$ cat src/rtl/amct_pkg.sv
package amct_pkg;
  localparam int NUM_STROBES = 4;
  localparam int S_CS  = 0;
  localparam int S_WE  = 1;
  localparam int S_OE  = 2;
  localparam int S_LAT = 3;
endpackage

$ cat src/rtl/amct_cfg_check.sv
module amct_cfg_check #(
  parameter int TW   = 4,
  parameter int NCS  = 6,
  parameter int SELW = 3
) (
  input  logic            write_i,
  input  logic [SELW-1:0] sel_i,
  input  logic [TW-1:0]   cs_on_i,
  input  logic [TW-1:0]   cs_wr_off_i,
  input  logic [TW-1:0]   cs_rd_off_i,
  input  logic [TW-1:0]   lat_on_i,
  input  logic [TW-1:0]   lat_wr_off_i,
  input  logic [TW-1:0]   lat_rd_off_i,
  input  logic [TW-1:0]   we_on_i,
  input  logic [TW-1:0]   we_off_i,
  input  logic [TW-1:0]   oe_on_i,
  input  logic [TW-1:0]   oe_off_i,
  input  logic [TW-1:0]   wr_cyc_i,
  input  logic [TW-1:0]   rd_cyc_i,
  output logic            ok_o
);
  localparam logic [SELW:0] SEL_LIMIT = (SELW+1)'(NCS);

  function automatic logic window_ok(logic [TW-1:0] on_t, logic [TW-1:0] off_t,
                                     logic [TW-1:0] cyc_t);
    return (on_t < off_t) && (off_t <= cyc_t);
  endfunction

  logic sel_ok, wr_ok, rd_ok;

  always_comb begin
    sel_ok = ({1'b0, sel_i} < SEL_LIMIT);
    wr_ok  = window_ok(cs_on_i, cs_wr_off_i, wr_cyc_i) &&
             window_ok(lat_on_i, lat_wr_off_i, wr_cyc_i) &&
             window_ok(we_on_i, we_off_i, wr_cyc_i);
    rd_ok  = window_ok(cs_on_i, cs_rd_off_i, rd_cyc_i) &&
             window_ok(lat_on_i, lat_rd_off_i, rd_cyc_i) &&
             window_ok(oe_on_i, oe_off_i, rd_cyc_i);
    ok_o   = sel_ok && (write_i ? wr_ok : rd_ok);
  end
endmodule

$ cat src/rtl/amct_tick_gen.sv
module amct_tick_gen #(
  parameter int TW = 4
) (
  input  logic          clk,
  input  logic          rst,
  input  logic          launch_i,
  input  logic          gran_i,
  input  logic [TW-1:0] cyc_i,
  output logic          run_o,
  output logic [TW-1:0] tick_o,
  output logic          fin_o
);
  logic          pre_q;
  logic [TW-1:0] last_tick;

  assign last_tick = cyc_i - 1'b1;

  always_ff @(posedge clk) begin
    if (rst) begin
      run_o  <= 1'b0;
      tick_o <= '0;
      pre_q  <= 1'b0;
      fin_o  <= 1'b0;
    end else begin
      fin_o <= 1'b0;
      if (launch_i) begin
        run_o  <= 1'b1;
        tick_o <= '0;
        pre_q  <= 1'b0;
      end else if (run_o) begin
        if (pre_q == gran_i) begin
          pre_q <= 1'b0;
          if (tick_o == last_tick) begin
            run_o <= 1'b0;
            fin_o <= 1'b1;
          end else begin
            tick_o <= tick_o + 1'b1;
          end
        end else begin
          pre_q <= 1'b1;
        end
      end
    end
  end
endmodule

$ cat src/rtl/amct_strobe.sv
module amct_strobe #(
  parameter int TW = 4
) (
  input  logic          clk,
  input  logic          rst,
  input  logic          en_i,
  input  logic [TW-1:0] tick_i,
  input  logic [TW-1:0] on_i,
  input  logic [TW-1:0] off_i,
  input  logic          half_i,
  output logic          strobe_n_o
);
  logic act;
  logic rise_n_q;
  logic fall_n_q;

  assign act = en_i && (tick_i >= on_i) && (tick_i < off_i);

  always_ff @(posedge clk) begin
    if (rst) rise_n_q <= 1'b1;
    else     rise_n_q <= ~act;
  end

  always_ff @(negedge clk) begin
    if (rst) fall_n_q <= 1'b1;
    else     fall_n_q <= rise_n_q;
  end

  assign strobe_n_o = half_i ? fall_n_q : rise_n_q;
endmodule

$ cat src/rtl/async_mem_strobe_seq.sv
module async_mem_strobe_seq
  import amct_pkg::*;
#(
  parameter int TW   = 4,
  parameter int NCS  = 6,
  parameter int SELW = (NCS > 1) ? $clog2(NCS) : 1
) (
  input  logic                   clk,
  input  logic                   rst,
  input  logic                   start_i,
  input  logic                   write_i,
  input  logic                   cmd_i,
  input  logic [SELW-1:0]        cs_sel_i,
  input  logic                   gran_i,
  input  logic [TW-1:0]          cs_on_i,
  input  logic [TW-1:0]          cs_wr_off_i,
  input  logic [TW-1:0]          cs_rd_off_i,
  input  logic [TW-1:0]          lat_on_i,
  input  logic [TW-1:0]          lat_wr_off_i,
  input  logic [TW-1:0]          lat_rd_off_i,
  input  logic [TW-1:0]          we_on_i,
  input  logic [TW-1:0]          we_off_i,
  input  logic [TW-1:0]          oe_on_i,
  input  logic [TW-1:0]          oe_off_i,
  input  logic [TW-1:0]          wr_cyc_i,
  input  logic [TW-1:0]          rd_cyc_i,
  input  logic [NUM_STROBES-1:0] half_i,
  output logic [NCS-1:0]         cs_n_o,
  output logic                   we_n_o,
  output logic                   oe_n_o,
  output logic                   ale_n_o,
  output logic                   cle_n_o,
  output logic                   data_oe_o,
  output logic                   busy_o,
  output logic                   done_o,
  output logic                   cfg_err_o
);
  logic                   cfg_ok;
  logic                   accept;
  logic                   run;
  logic                   fin;
  logic [TW-1:0]          tick;

  logic                   wr_q, cmd_q, gran_q;
  logic [SELW-1:0]        sel_q;
  logic [TW-1:0]          cyc_q;
  logic [NUM_STROBES-1:0] half_q;
  logic [TW-1:0]          on_q  [NUM_STROBES];
  logic [TW-1:0]          off_q [NUM_STROBES];
  logic [NUM_STROBES-1:0] en;
  logic [NUM_STROBES-1:0] strobe_n;

  amct_cfg_check #(.TW(TW), .NCS(NCS), .SELW(SELW)) u_check (
    .write_i      (write_i),
    .sel_i        (cs_sel_i),
    .cs_on_i      (cs_on_i),
    .cs_wr_off_i  (cs_wr_off_i),
    .cs_rd_off_i  (cs_rd_off_i),
    .lat_on_i     (lat_on_i),
    .lat_wr_off_i (lat_wr_off_i),
    .lat_rd_off_i (lat_rd_off_i),
    .we_on_i      (we_on_i),
    .we_off_i     (we_off_i),
    .oe_on_i      (oe_on_i),
    .oe_off_i     (oe_off_i),
    .wr_cyc_i     (wr_cyc_i),
    .rd_cyc_i     (rd_cyc_i),
    .ok_o         (cfg_ok)
  );

  assign busy_o = run | fin;
  assign accept = start_i && !busy_o && cfg_ok;

  // capture of the settings for the cycle being launched
  always_ff @(posedge clk) begin
    if (rst) begin
      wr_q   <= 1'b0;
      cmd_q  <= 1'b0;
      gran_q <= 1'b0;
      sel_q  <= '0;
      cyc_q  <= '0;
      half_q <= '0;
      for (int i = 0; i < NUM_STROBES; i++) begin
        on_q[i]  <= '0;
        off_q[i] <= '0;
      end
    end else if (accept) begin
      wr_q          <= write_i;
      cmd_q         <= cmd_i;
      gran_q        <= gran_i;
      sel_q         <= cs_sel_i;
      cyc_q         <= write_i ? wr_cyc_i : rd_cyc_i;
      half_q        <= half_i;
      on_q[S_CS]    <= cs_on_i;
      off_q[S_CS]   <= write_i ? cs_wr_off_i : cs_rd_off_i;
      on_q[S_WE]    <= we_on_i;
      off_q[S_WE]   <= we_off_i;
      on_q[S_OE]    <= oe_on_i;
      off_q[S_OE]   <= oe_off_i;
      on_q[S_LAT]   <= lat_on_i;
      off_q[S_LAT]  <= write_i ? lat_wr_off_i : lat_rd_off_i;
    end
  end

  always_ff @(posedge clk) begin
    if (rst)                      cfg_err_o <= 1'b0;
    else if (start_i && !busy_o)  cfg_err_o <= !cfg_ok;
  end

  amct_tick_gen #(.TW(TW)) u_ticks (
    .clk      (clk),
    .rst      (rst),
    .launch_i (accept),
    .gran_i   (gran_q),
    .cyc_i    (cyc_q),
    .run_o    (run),
    .tick_o   (tick),
    .fin_o    (fin)
  );

  always_comb begin
    en[S_CS]  = run;
    en[S_WE]  = run && wr_q;
    en[S_OE]  = run && !wr_q;
    en[S_LAT] = run;
  end

  for (genvar s = 0; s < NUM_STROBES; s++) begin : g_strobe
    amct_strobe #(.TW(TW)) u_strobe (
      .clk        (clk),
      .rst        (rst),
      .en_i       (en[s]),
      .tick_i     (tick),
      .on_i       (on_q[s]),
      .off_i      (off_q[s]),
      .half_i     (half_q[s]),
      .strobe_n_o (strobe_n[s])
    );
  end

  for (genvar c = 0; c < NCS; c++) begin : g_cs
    assign cs_n_o[c] = (sel_q == SELW'(c)) ? strobe_n[S_CS] : 1'b1;
  end

  assign we_n_o  = strobe_n[S_WE];
  assign oe_n_o  = strobe_n[S_OE];
  assign ale_n_o = cmd_q ? 1'b1 : strobe_n[S_LAT];
  assign cle_n_o = cmd_q ? strobe_n[S_LAT] : 1'b1;

  always_ff @(posedge clk) begin
    if (rst) begin
      data_oe_o <= 1'b0;
      done_o    <= 1'b0;
    end else begin
      data_oe_o <= run && wr_q;
      done_o    <= fin;
    end
  end
endmodule


$ cat config.mk
export PLATFORM = sky130hd
export DESIGN_NAME = async_mem_strobe_seq
export DESIGN_NICKNAME = d
export VERILOG_FILES = /design/src/rtl/amct_pkg.sv /design/src/rtl/amct_cfg_check.sv /design/src/rtl/amct_tick_gen.sv /design/src/rtl/amct_strobe.sv /design/src/rtl/async_mem_strobe_seq.sv
export SDC_FILE = /design/constraint.sdc
export NUM_CORES = 1
export LEC_CHECK = 0
export BUFFER_PORTS_ARGS = -buffer_cell sky130_fd_sc_hd__buf_2
export CORE_MARGIN = 8
export CORE_UTILIZATION = 61
export DETAILED_ROUTE_END_ITERATION = 8
export PLACE_DENSITY = 0.82
export SLEW_MARGIN = 20
export SYNTH_ARGS = -nofsm -noshare
export SYNTH_HDL_FRONTEND = slang
export SYNTH_HIERARCHICAL = 1
export SYNTH_SLANG_ARGS = --single-unit
$ cat constraint.sdc
create_clock -name clk -period 4.9 [get_ports clk]
set_input_delay 0.98 -clock clk [delete_from_list [all_inputs] [get_ports clk]]
set_output_delay 0.98 -clock clk [all_outputs]
set_load 0.01 [all_outputs]
==> results of run 1 <==
[power by group through the flow]
| stage | logic [mW] | clock network [mW] | registers (mW) |
|---|---|---|---|
| after floorplan | 0.111 | 0.0102 | 0.596 |
| after global placement | 0.170 | 0.0102 | 0.598 |
| after detailed placement | 0.183 | 0.0102 | 0.599 |
| after CTS | 0.184 | 0.386 | 0.587 |
| after global routing | 0.208 | 0.409 | 0.588 |
| final | 0.187 | 0.375 | 0.587 |
[sequential cells by signal (all words and copies together) (netlist names)]
register,count
on_q,16
sel_q,3
off_q,16
cyc_q,4
cfg_err_o,1
g_strobe.u_strobe/rise_n_q,4
data_oe_o,1
u_ticks/run_o,1
g_strobe.u_strobe/fall_n_q,4
wr_q,1
half_q,4
u_ticks/pre_q,1
cmd_q,1
done_o,1
gran_q,1
u_ticks/fin_o,1
u_ticks/tick_o,4
[cells in the final DEF, fill, tap and decap left out, drive strengths merged, types with 5 or more instances in the layout]
| cell | instances |
|---|---|
| buf | 77 |
| inv | 75 |
| ha | 72 |
| dfxtp | 32 |
| edfxtp | 32 |
| and2 | 26 |
| nor2 | 25 |
| a21oi | 24 |
| nand2 | 22 |
| o21ai | 15 |
| nand2b | 12 |
| mux2i | 12 |
| a22o | 11 |
| clkbuf | 10 |
| nor3 | 9 |
| nor3b | 8 |
| nand4 | 7 |
| nand3 | 6 |
| or2 | 6 |
| nor2b | 6 |
| o2111ai | 5 |
[how the worst max path moves through the flow]
stage,to,slack (ns),cells past startpoint
6_report,cs_n_o[5],0.10,4
4_1_cts,cs_n_o[5],0.08,4
5_1_grt,cs_n_o[5],0.03,4
3_5_place_dp,cs_n_o[5],0.48,4
3_3_place_gp,cs_n_o[5],0.52,4
2_1_floorplan,cs_n_o[4],0.62,3
[per-layer routing]
metal | vias to the layer above | GRT usage (%) | wire length [microns]
li1 | 1763 | - | -
met1 | 1641 | 23.1 | 4260
met3 | 17 | 3.94 | 622
met2 | 126 | 35.4 | 5050
met5 | - | 0 | 0
met4 | 0 | 10.0 | 218
[worst min-delay path, cell delays in order, from the launching register on]
cell	delay [ns]
dfxtp_1	0.33
a21oi_1	0.05
nor2_1	0.07
[area by class of cell]
type / instances / area share (%)
multi-input cells: 310 / 49.0
flip-flops and latches: 64 / 32.1
repair buffers: 77 / 7.88
inverters: 69 / 5.20
clock buffers: 10 / 2.56
well taps: 99 / 2.49
clock inverters: 10 / 0.778
[kinds of logic (layout without fill, tap and decap cells)]
| group | count (synthesis) | after routing | synth area share, % |
|---|---|---|---|
| mux | 16 | 16 | 3.77 |
| flops | 64 | 64 | 36.6 |
| fa+ha+maj | 72 | 72 | 20.6 |
| xor+xnor | 7 | 7 | 1.74 |
| simple gates | 139 | 139 | 18.0 |
| buf+inv | 81 | 166 | 7.77 |
| compound gates | 76 | 76 | 11.6 |
[per-stage QoR]
| stage | power (mW) | hold WS (ns) | cells | cell area, sq um |
|---|---|---|---|---|
| after global placement | 0.778 | 0.445 | 623 | 4830 |
| after CTS | 1.16 | 0.475 | 639 | 4980 |
| final | 1.15 | 0.475 | 639 | 4980 |
| after detailed placement | 0.792 | 0.460 | 623 | 4830 |
| after floorplan | 0.718 | 0.451 | 455 | 4380 |
| after global routing | 1.21 | 0.487 | 639 | 4980 |
==> metrics.txt, run 1 <==
PwrDens 231 mW/mm^2; routed via count about 3.5k; vias in the first global route ~3.6k; fin. max-slew vios 0; Distinct cells, synth 50; # resized after CTS 0; drt total wl just over 10000 microns; CTS sink cnt 64; clk_skew between 0.03 and 0.04 ns; largest net degree at the start of global routing 33; crit path max fanout 4; DRC 0; CP max-delay cell dfxtp_1; Hold EP cfg_err_o$_SDFFE_PP0P_; Mapped Cells between 400 and 500; RSZ-0062 raised after global routing false; Layout Utilization a little over two thirds; first-pass GRT wire length around 16000 microns; setup bufs post-CTS 0; Mapped Area around 0.0044 sq mm; die width about 100 microns; Min-Delay Path Depth 2; Buf/Inv on CP 1; total gr overflow 0; Min-Delay Path Class flop to flop; Worst path max stage delay approximately 0.28 ns; First DRT Iteration DRCs approximately 150; CP Launch Point g_strobe[0].u_strobe/fall_n_q$_SDFF_NP1_; RR Startpoint g_strobe[0].u_strobe/rise_n_q$_SDFF_PP1_; DR WL/cell 15.9 microns; worst-case reg-to-reg path depth 1; fill count 573; Yosys top cell by area edfxtp_1; Ys Warns 6; antenna viol nets, final 0; Pleak ~2.4 nW; hpwl dp 8040 microns; antenna violations before repair 0; Tightest Pin Transition 0.835 ns; I/O pin total 75; CTS clk-pin slew, worst paths around 0.060 ns; register area share after synthesis a little over a third; Core ar. 0.00710 sq mm; CP Capture Type output pin; ys async rst share 0%; top-count cell post-synth inv_1; largest delay contributor family on the critical path simple AND/OR/NAND/NOR gates; end of the worst register-to-register path g_strobe[0].u_strobe/fall_n_q$_SDFF_NP1_; Commonest cells post-synth inv_1 (73), ha_1 (72), dfxtp_1 (32), edfxtp_1 (32), and2_1 (26); layout cells sized above 1 a little under 20%; crit-path cells mux2_2 > nor2_1 > nand3_1 > buf_2; DIE AREA between 0.01 and 0.015 sq mm; Worst R2R Setup Slack 1.78 ns; clock network power share between 30% and 40%; Die Ht 101 microns; via density per instance between 5 and 6; Crit Path Category flop to output pin; hold buffer count at cts 0; CTS buffer count 9; CTS tree done; top cell type's share of synthesized area a little over a fifth; multi-input logic area ~0.0024 sq mm; Peak VDD IR between 0.1 and 0.15 mV; Starting Density between 60% and 70%; Seq cells post-synth 64; worst skew pair latency 0.37 ns; final hold vios 0; Place WS between 0.4 and 0.5 ns; P&R area growth vs syn 13.7%; Relative slew margins roughly 44%; P_sw 0.312 mW; global-route usage over all layers around a fifth; Synth area leaders edfxtp_1 (22%), ha_1 (21%), dfxtp_1 (15%); CP startpoint kind flop; outcome complete, no violations; CP Data Arrival Time 3.82 ns; setup violators final 0; Site Rows 31; nets 668; Post-synth EDFFs 32; Seq pwr share between 50% and 60%; Initial DRT Pass Iterations 5; setup tns final 0 ns; Hold Startpoint cfg_err_o$_SDFFE_PP0P_; Critical Path RT 3.92 ns; Net Sw Frac roughly 27%; maxcap violations 0; H-Tree Level Count 3; syn_area_per_cell 9.63 sq um; syn_nets around 590; RePlAce Congestion 0.903; internal power between 0.8 and 0.9 mW; Logic pwr share between 10% and 20%; ANT cells 0; storage element area ~0.0016 sq mm; Main synth FF type edfxtp_1; setup ws final 0.101 ns; CTS Buffer Depth 2; root buffer cell clkbuf_8; PortBufs between 70 and 80
Note: power is estimated with default switching activity, not from simulation.
==> inputs of run 2 (changes only) <==
--- a/config.mk
+++ b/config.mk
@@ -5,9 +5,10 @@
 export SDC_FILE = /design/constraint.sdc
 export NUM_CORES = 1
 export LEC_CHECK = 0
+export ABC_AREA = 1
 export BUFFER_PORTS_ARGS = -buffer_cell sky130_fd_sc_hd__buf_2
 export CORE_MARGIN = 8
-export CORE_UTILIZATION = 61
+export CORE_UTILIZATION = 62
 export DETAILED_ROUTE_END_ITERATION = 8
 export PLACE_DENSITY = 0.82
 export SLEW_MARGIN = 20
==> run 2 against run 1 <==
Utilization up 2.8 points; sequential power up 2%; synthesized cell count up 41%; final cell count up 29%; critical path depth up 1; register-to-register slack better by 0.17 ns; die area up 4.7%; non-clock buffer count down 2.
==> metrics.txt, run 2 <==
outcome complete, no violations; maxcap violations 0 (unchanged); ANT cells 0 (unchanged); Commonest cells post-synth inv_1 (153), nand2_1 (151), ha_1 (72); Post-synth EDFFs 32 (unchanged); CP startpoint kind flop; CTS clk-pin slew, worst paths 0.07 ns (about the same); setup tns final 0 ns (unchanged); worst hold slack 0.465 ns (-0.0103 ns); hpwl dp 8820 microns (+9.7%); die width 103 microns (+2.3%); top flop regs off_q: 16 flops, on_q: 16 flops; RR Startpoint g_strobe[2].u_strobe/rise_n_q$_SDFF_PP1_; CTS Buffer Depth 2 (unchanged); leading cell type in the layout, fill and taps excluded inv_1; Mapped Area 0.00471 sq mm (+7.4%); Main synth FF type edfxtp_1; top cell type's share of synthesized area 20.4% (-1.5 points); Seq cells post-synth 64 (unchanged); syn_nets 775 (+32%); antenna violations before repair 0 (unchanged); Pleak 2.97 nW (+24%); CP Data Arrival Time 3.76 ns (-0.06 ns); final hold vios 0 (unchanged); Tightest Pin Transition 0.677 ns (-0.158 ns); global-route usage over all layers 22.3% (+2.0 points); H-Tree Level Count 3 (unchanged); first-pass GRT wire length 18400 microns (+13%); setup ws final 0.157 ns (+0.0563 ns); RePlAce Congestion 0.869 (-3.8%); top-count cell post-synth inv_1; Die Ht 103 microns (+2.3%); Hold Startpoint u_ticks/fin_o$_SDFF_PP0_; Mapped Cells 642 (+41%); PwrDens 239 mW/mm^2 (+3.5%); Site Rows 31 (unchanged); DR WL/cell 13.7 microns (-14%); crit path max fanout 4 (unchanged); Synth area leaders edfxtp_1 (20%), ha_1 (19%), dfxtp_1 (14%); Initial DRT Pass Iterations 4 (-1); CTS sink cnt 64 (unchanged); Crit Path Category flop to output pin; I/O pin total 75 (unchanged); via density per instance 5.19 (-6.5%); clk_skew 0.0467 ns (+0.00673 ns); CP Launch Point g_strobe[0].u_strobe/fall_n_q$_SDFF_NP1_; Core ar. 0.00729 sq mm (+2.7%); DIE AREA 0.0106 sq mm (+4.7%); fill count 595 (+3.8%); PortBufs 74 (unchanged); hold buffer count at cts 0 (unchanged); total gr overflow 0 (unchanged); DRC 0 (unchanged); Tot Pwr 1.27 mW (+11%); Relative slew margins 54.8% (+10 points); Ys Warns 6 (unchanged); vias in the first global route 4145 (+16%); P&R area growth vs syn 13.2%; register area share after synthesis 34.0% (-2.5 points); commonest non-fill, non-tap cells in the layout inv_1 (153), nand2_1 (151), buf_2 (74); # resized after CTS 0 (unchanged); nets 852 (+28%); layout cells sized above 1 16.4% (-3.2 points); Min-Delay Path Class flop to flop; root buffer cell clkbuf_8; worst skew pair latency 0.38 ns (about the same); routed via count 4270 (+20%); Distinct cells, synth 31 (-38%); syn_area_per_cell 7.33 sq um (-24%); setup bufs post-CTS 0 (unchanged); RSZ-0062 raised after global routing false; antenna viol nets, final 0 (unchanged); First DRT Iteration DRCs 252 (+67%); Starting Density 64.5% (+2.8 points); Peak VDD IR 0.120 mV (-0.44%); Yosys top cell by area edfxtp_1; fin. max-slew vios 0 (unchanged); ys async rst share 0% (unchanged); CP Capture Type output pin; setup violators final 0 (unchanged); Critical Path RT 3.92 ns (about the same); Place WS 0.560 ns (+0.0793 ns); CTS tree done; CTS buffer count 9 (unchanged); drt total wl 11300 microns (+11%); largest net degree at the start of global routing 47 (+42%); Layout Utilization 73.0% (+2.8 points)
==> run 2: cell types whose count changed in the layout (fill, tap and decap cells not counted), moves of 12 or more <==
cell      delta
nand2_1    +129
inv_1       +80
nand3_1     +34
and2_1      -25
nor2_1      +20
inv_2       +16
mux2i_1     -12
nand2b_1    -12
==> run 2: area by class of cell <==
| class | instances | area, sq um | area share (%) |
|---|---|---|---|
| clock inverter | 8 | 46.3 | 0.869 |
| tap | 99 | 124 | 2.33 |
| sequential | 64 | 1600 | 30.1 |
| multi-input combinational | 396 | 2400 | 45.0 |
| inverter | 169 | 634 | 11.9 |
| clock buffer | 12 | 145 | 2.72 |
| timing repair buffer | 75 | 378 | 7.09 |
==> run 2: cell families (layout without fill, tap and decap cells) <==
logic type | Yosys count | count (layout) | synth area share, %
buf+inv | 182 | 264 | 15.0
flops | 64 | 64 | 34.0
xor+xnor | 4 | 4 | 0.745
fa+ha+maj | 72 | 72 | 19.1
compound gates | 58 | 58 | 6.59
simple gates | 262 | 262 | 24.5
==> run 2: worst max-delay path: stages, from the launching register on <==
cell	delay, ns
dfxtp_1	0.30
nand2_1	0.06
o21ai_0	0.10
nor2_1	0.22
nand3_1	0.11
buf_2	0.16
==> run 2: routing by layer <==
metal / track usage [%] / up-vias / wire length (microns)
met5: 0 / - / 0
met2: 38.4 / 182 / 5510
met1: 25.5 / 1918 / 4610
li1: - / 2141 / -
met3: 5.20 / 29 / 789
met4: 10.1 / 0 / 350
==> run 2: stage by stage <==
step           instance area (sq um)  std cells
4_1_cts                         5330        823
5_1_grt                         5330        823
3_5_place_dp                    5150        807
2_1_floorplan                   4710        642
6_report                        5330        823
3_3_place_gp                    5150        807
==> run 2: power by group <==
group | switching (mW) | internal, mW | total [mW]
combinational | 0.151 | 0.0952 | 0.246
clock | 0.204 | 0.223 | 0.427
sequential | 0.0132 | 0.585 | 0.599
total | 0.369 | 0.903 | 1.27
==> run 2: worst paths after layout <==
path | slack, ns | cells after the start | endpoint
min reg2reg | 0.46 | 2 | done_o$_SDFF_PP0_
max | 0.16 | 5 | cs_n_o[2]
min | 0.46 | 2 | done_o$_SDFF_PP0_
max reg2reg | 1.95 | 2 | g_strobe[2].u_strobe/fall_n_q$_SDFF_NP1_
==> inputs of run 3 (changes only) <==
--- a/config.mk
+++ b/config.mk
@@ -9,6 +9,7 @@
 export BUFFER_PORTS_ARGS = -buffer_cell sky130_fd_sc_hd__buf_2
 export CORE_MARGIN = 8
 export CORE_UTILIZATION = 62
+export CTS_BUF_LIST = sky130_fd_sc_hd__clkbuf_4 sky130_fd_sc_hd__clkbuf_8 sky130_fd_sc_hd__clkbuf_16
 export DETAILED_ROUTE_END_ITERATION = 8
 export PLACE_DENSITY = 0.82
 export SLEW_MARGIN = 20
==> run 3 against run 2 <==
Non-clock buffer count stayed put; sequential power about the same; combinational power hardly changed; global-route usage is the same; via count shrank 0.63%; first-iteration DRC count is 18% higher; clock power grew 3%; die area stayed put; routed wire length barely moved; critical path depth is the same; power grew 0.92%; register-to-register slack about the same; largest power group unchanged.
==> metrics.txt, run 3 (synthesized netlist as in run 2, its figures left out) <==
outcome complete, no violations; CTS sink cnt 64 (unchanged); die width 103 microns (unchanged); fill count 591 (-0.67%); Min-Delay Path Class flop to flop; crit path max fanout 4 (unchanged); Worst path max stage delay 0.29 ns (about the same); final hold vios 0 (unchanged); commonest non-fill, non-tap cells in the layout inv_1 (153), nand2_1 (151), buf_2 (74); maxcap violations 0 (unchanged); CTS Buffer Depth 2 (unchanged); Starting Density 64.5% (unchanged); Tightest Pin Transition 0.681 ns (+0.00353 ns); antenna viol nets, final 0 (unchanged); total gr overflow 0 (unchanged); Site Rows 31 (unchanged); Relative slew margins 54.5% (-0.24 points); Initial DRT Pass Iterations 5 (+1); PortBufs 74 (unchanged); P&R area growth vs syn 13.3%; DRC 0 (unchanged); DR WL/cell 13.7 microns (about the same); largest net degree at the start of global routing 47 (unchanged); fin. max-slew vios 0 (unchanged); setup bufs post-CTS 0 (unchanged); root buffer cell clkbuf_8; Core ar. 0.00729 sq mm (unchanged); CP startpoint kind flop; crit-path cells nand2_1 > o21ai_0 > nor2_1 > nand3_1 > buf_2; leading cell type in the layout, fill and taps excluded inv_1; CP Capture Type output pin; CTS tree done; Final Non-Filler Cells 823 (unchanged); RSZ-0062 raised after global routing false; CP max-delay cell dfxtp_1; Pleak 2.97 nW (+0.23%); nets 852 (unchanged); drt total wl 11300 microns (about the same); Peak VDD IR 0.120 mV (-0.26%); antenna violations before repair 0 (unchanged); # resized after CTS 0 (unchanged); hpwl dp 8820 microns (unchanged); setup violators final 0 (unchanged); First DRT Iteration DRCs 297 (+18%); Crit Path Category flop to output pin; clk_skew 0.0468 ns (+0.000146 ns); worst-case reg-to-reg path depth 2 (unchanged); RePlAce Congestion 0.869 (unchanged); global-route usage over all layers 22.3% (unchanged); hold buffer count at cts 0 (unchanged); setup tns final 0 ns (unchanged); worst hold slack 0.466 ns (+0.00110 ns); CP Data Arrival Time 3.76 ns (about the same); H-Tree Level Count 3 (unchanged); worst skew pair latency 0.38 ns (about the same); Critical Path RT 3.92 ns (about the same); placed cells 807 (unchanged); layout cells sized above 1 16.7% (+0.28 points); routed via count 4243 (-0.63%); PwrDens 241 mW/mm^2 (+0.78%); top flop regs off_q: 16 flops, on_q: 16 flops; vias in the first global route 4118 (-0.65%); ANT cells 0 (unchanged); DIE AREA 0.0106 sq mm (unchanged); I/O pin total 75 (unchanged); first-pass GRT wire length 18400 microns (about the same); via density per instance 5.16 (-0.63%); CTS clk-pin slew, worst paths 0.07 ns (about the same); Min-Delay Path Depth 2 (unchanged); CTS buffer count 9 (unchanged); Die Ht 103 microns (unchanged)
run 3: cell counts in the layout (fill, tap and decap cells not counted):
No cell type changed its count.
run 3: power breakdown:
group	total, mW	internal, mW	switching (mW)
combinational	0.246	0.0951	0.151
clock	0.439	0.234	0.205
sequential	0.599	0.585	0.0132
run 3: layout make-up:
type	instances	area [sq um]	area share, %
flip-flops and latches	64	1600	30.0
well taps	99	124	2.32
repair buffers	75	378	7.08
clock buffers	12	153	2.86
inverters	169	634	11.9
clock inverters	8	46.3	0.868
multi-input cells	396	2400	44.9
run 3: stage by stage:
| stage | cell area (sq um) | power [mW] | util (%) | setup slack, ns |
|---|---|---|---|---|
| 2_1_floorplan | 4710 | 0.776 | - | 0.744 |
| 3_5_place_dp | 5150 | 0.862 | 70.6 | 0.560 |
| 6_report | 5330 | 1.28 | 73.1 | 0.160 |
| 3_3_place_gp | 5150 | 0.844 | 70.6 | 0.641 |
| 5_1_grt | 5330 | 1.35 | 73.1 | 0.0528 |
| 4_1_cts | 5330 | 1.29 | 73.1 | 0.165 |
run 3: worst max-delay path: cells and delay by family, from the launching register on:
family | cells | cell delay [ns]
AOI/OAI and AO/OA | 1 | 0.10
buffers and inverters | 1 | 0.16
and+or+nand+nor | 3 | 0.39
DFF | 1 | 0.29
run 3: worst paths after layout:
check | startpoint | end | slack [ns]
hold reg to reg | u_ticks/fin_o$_SDFF_PP0_ | done_o$_SDFF_PP0_ | 0.47
setup reg to reg | g_strobe[2].u_strobe/rise_n_q$_SDFF_PP1_ | g_strobe[2].u_strobe/fall_n_q$_SDFF_NP1_ | 1.95
setup / recovery | g_strobe[0].u_strobe/fall_n_q$_SDFF_NP1_ | cs_n_o[2] | 0.16
hold / removal | u_ticks/fin_o$_SDFF_PP0_ | done_o$_SDFF_PP0_ | 0.47
run 3: routing by layer:
metal,track usage [%],vias to the layer above,wire length [microns]
met4,10.0,0,375
met1,25.6,1889,4660
met5,0,-,0
met2,38.3,176,5460
met3,5.20,33,763
li1,-,2145,-
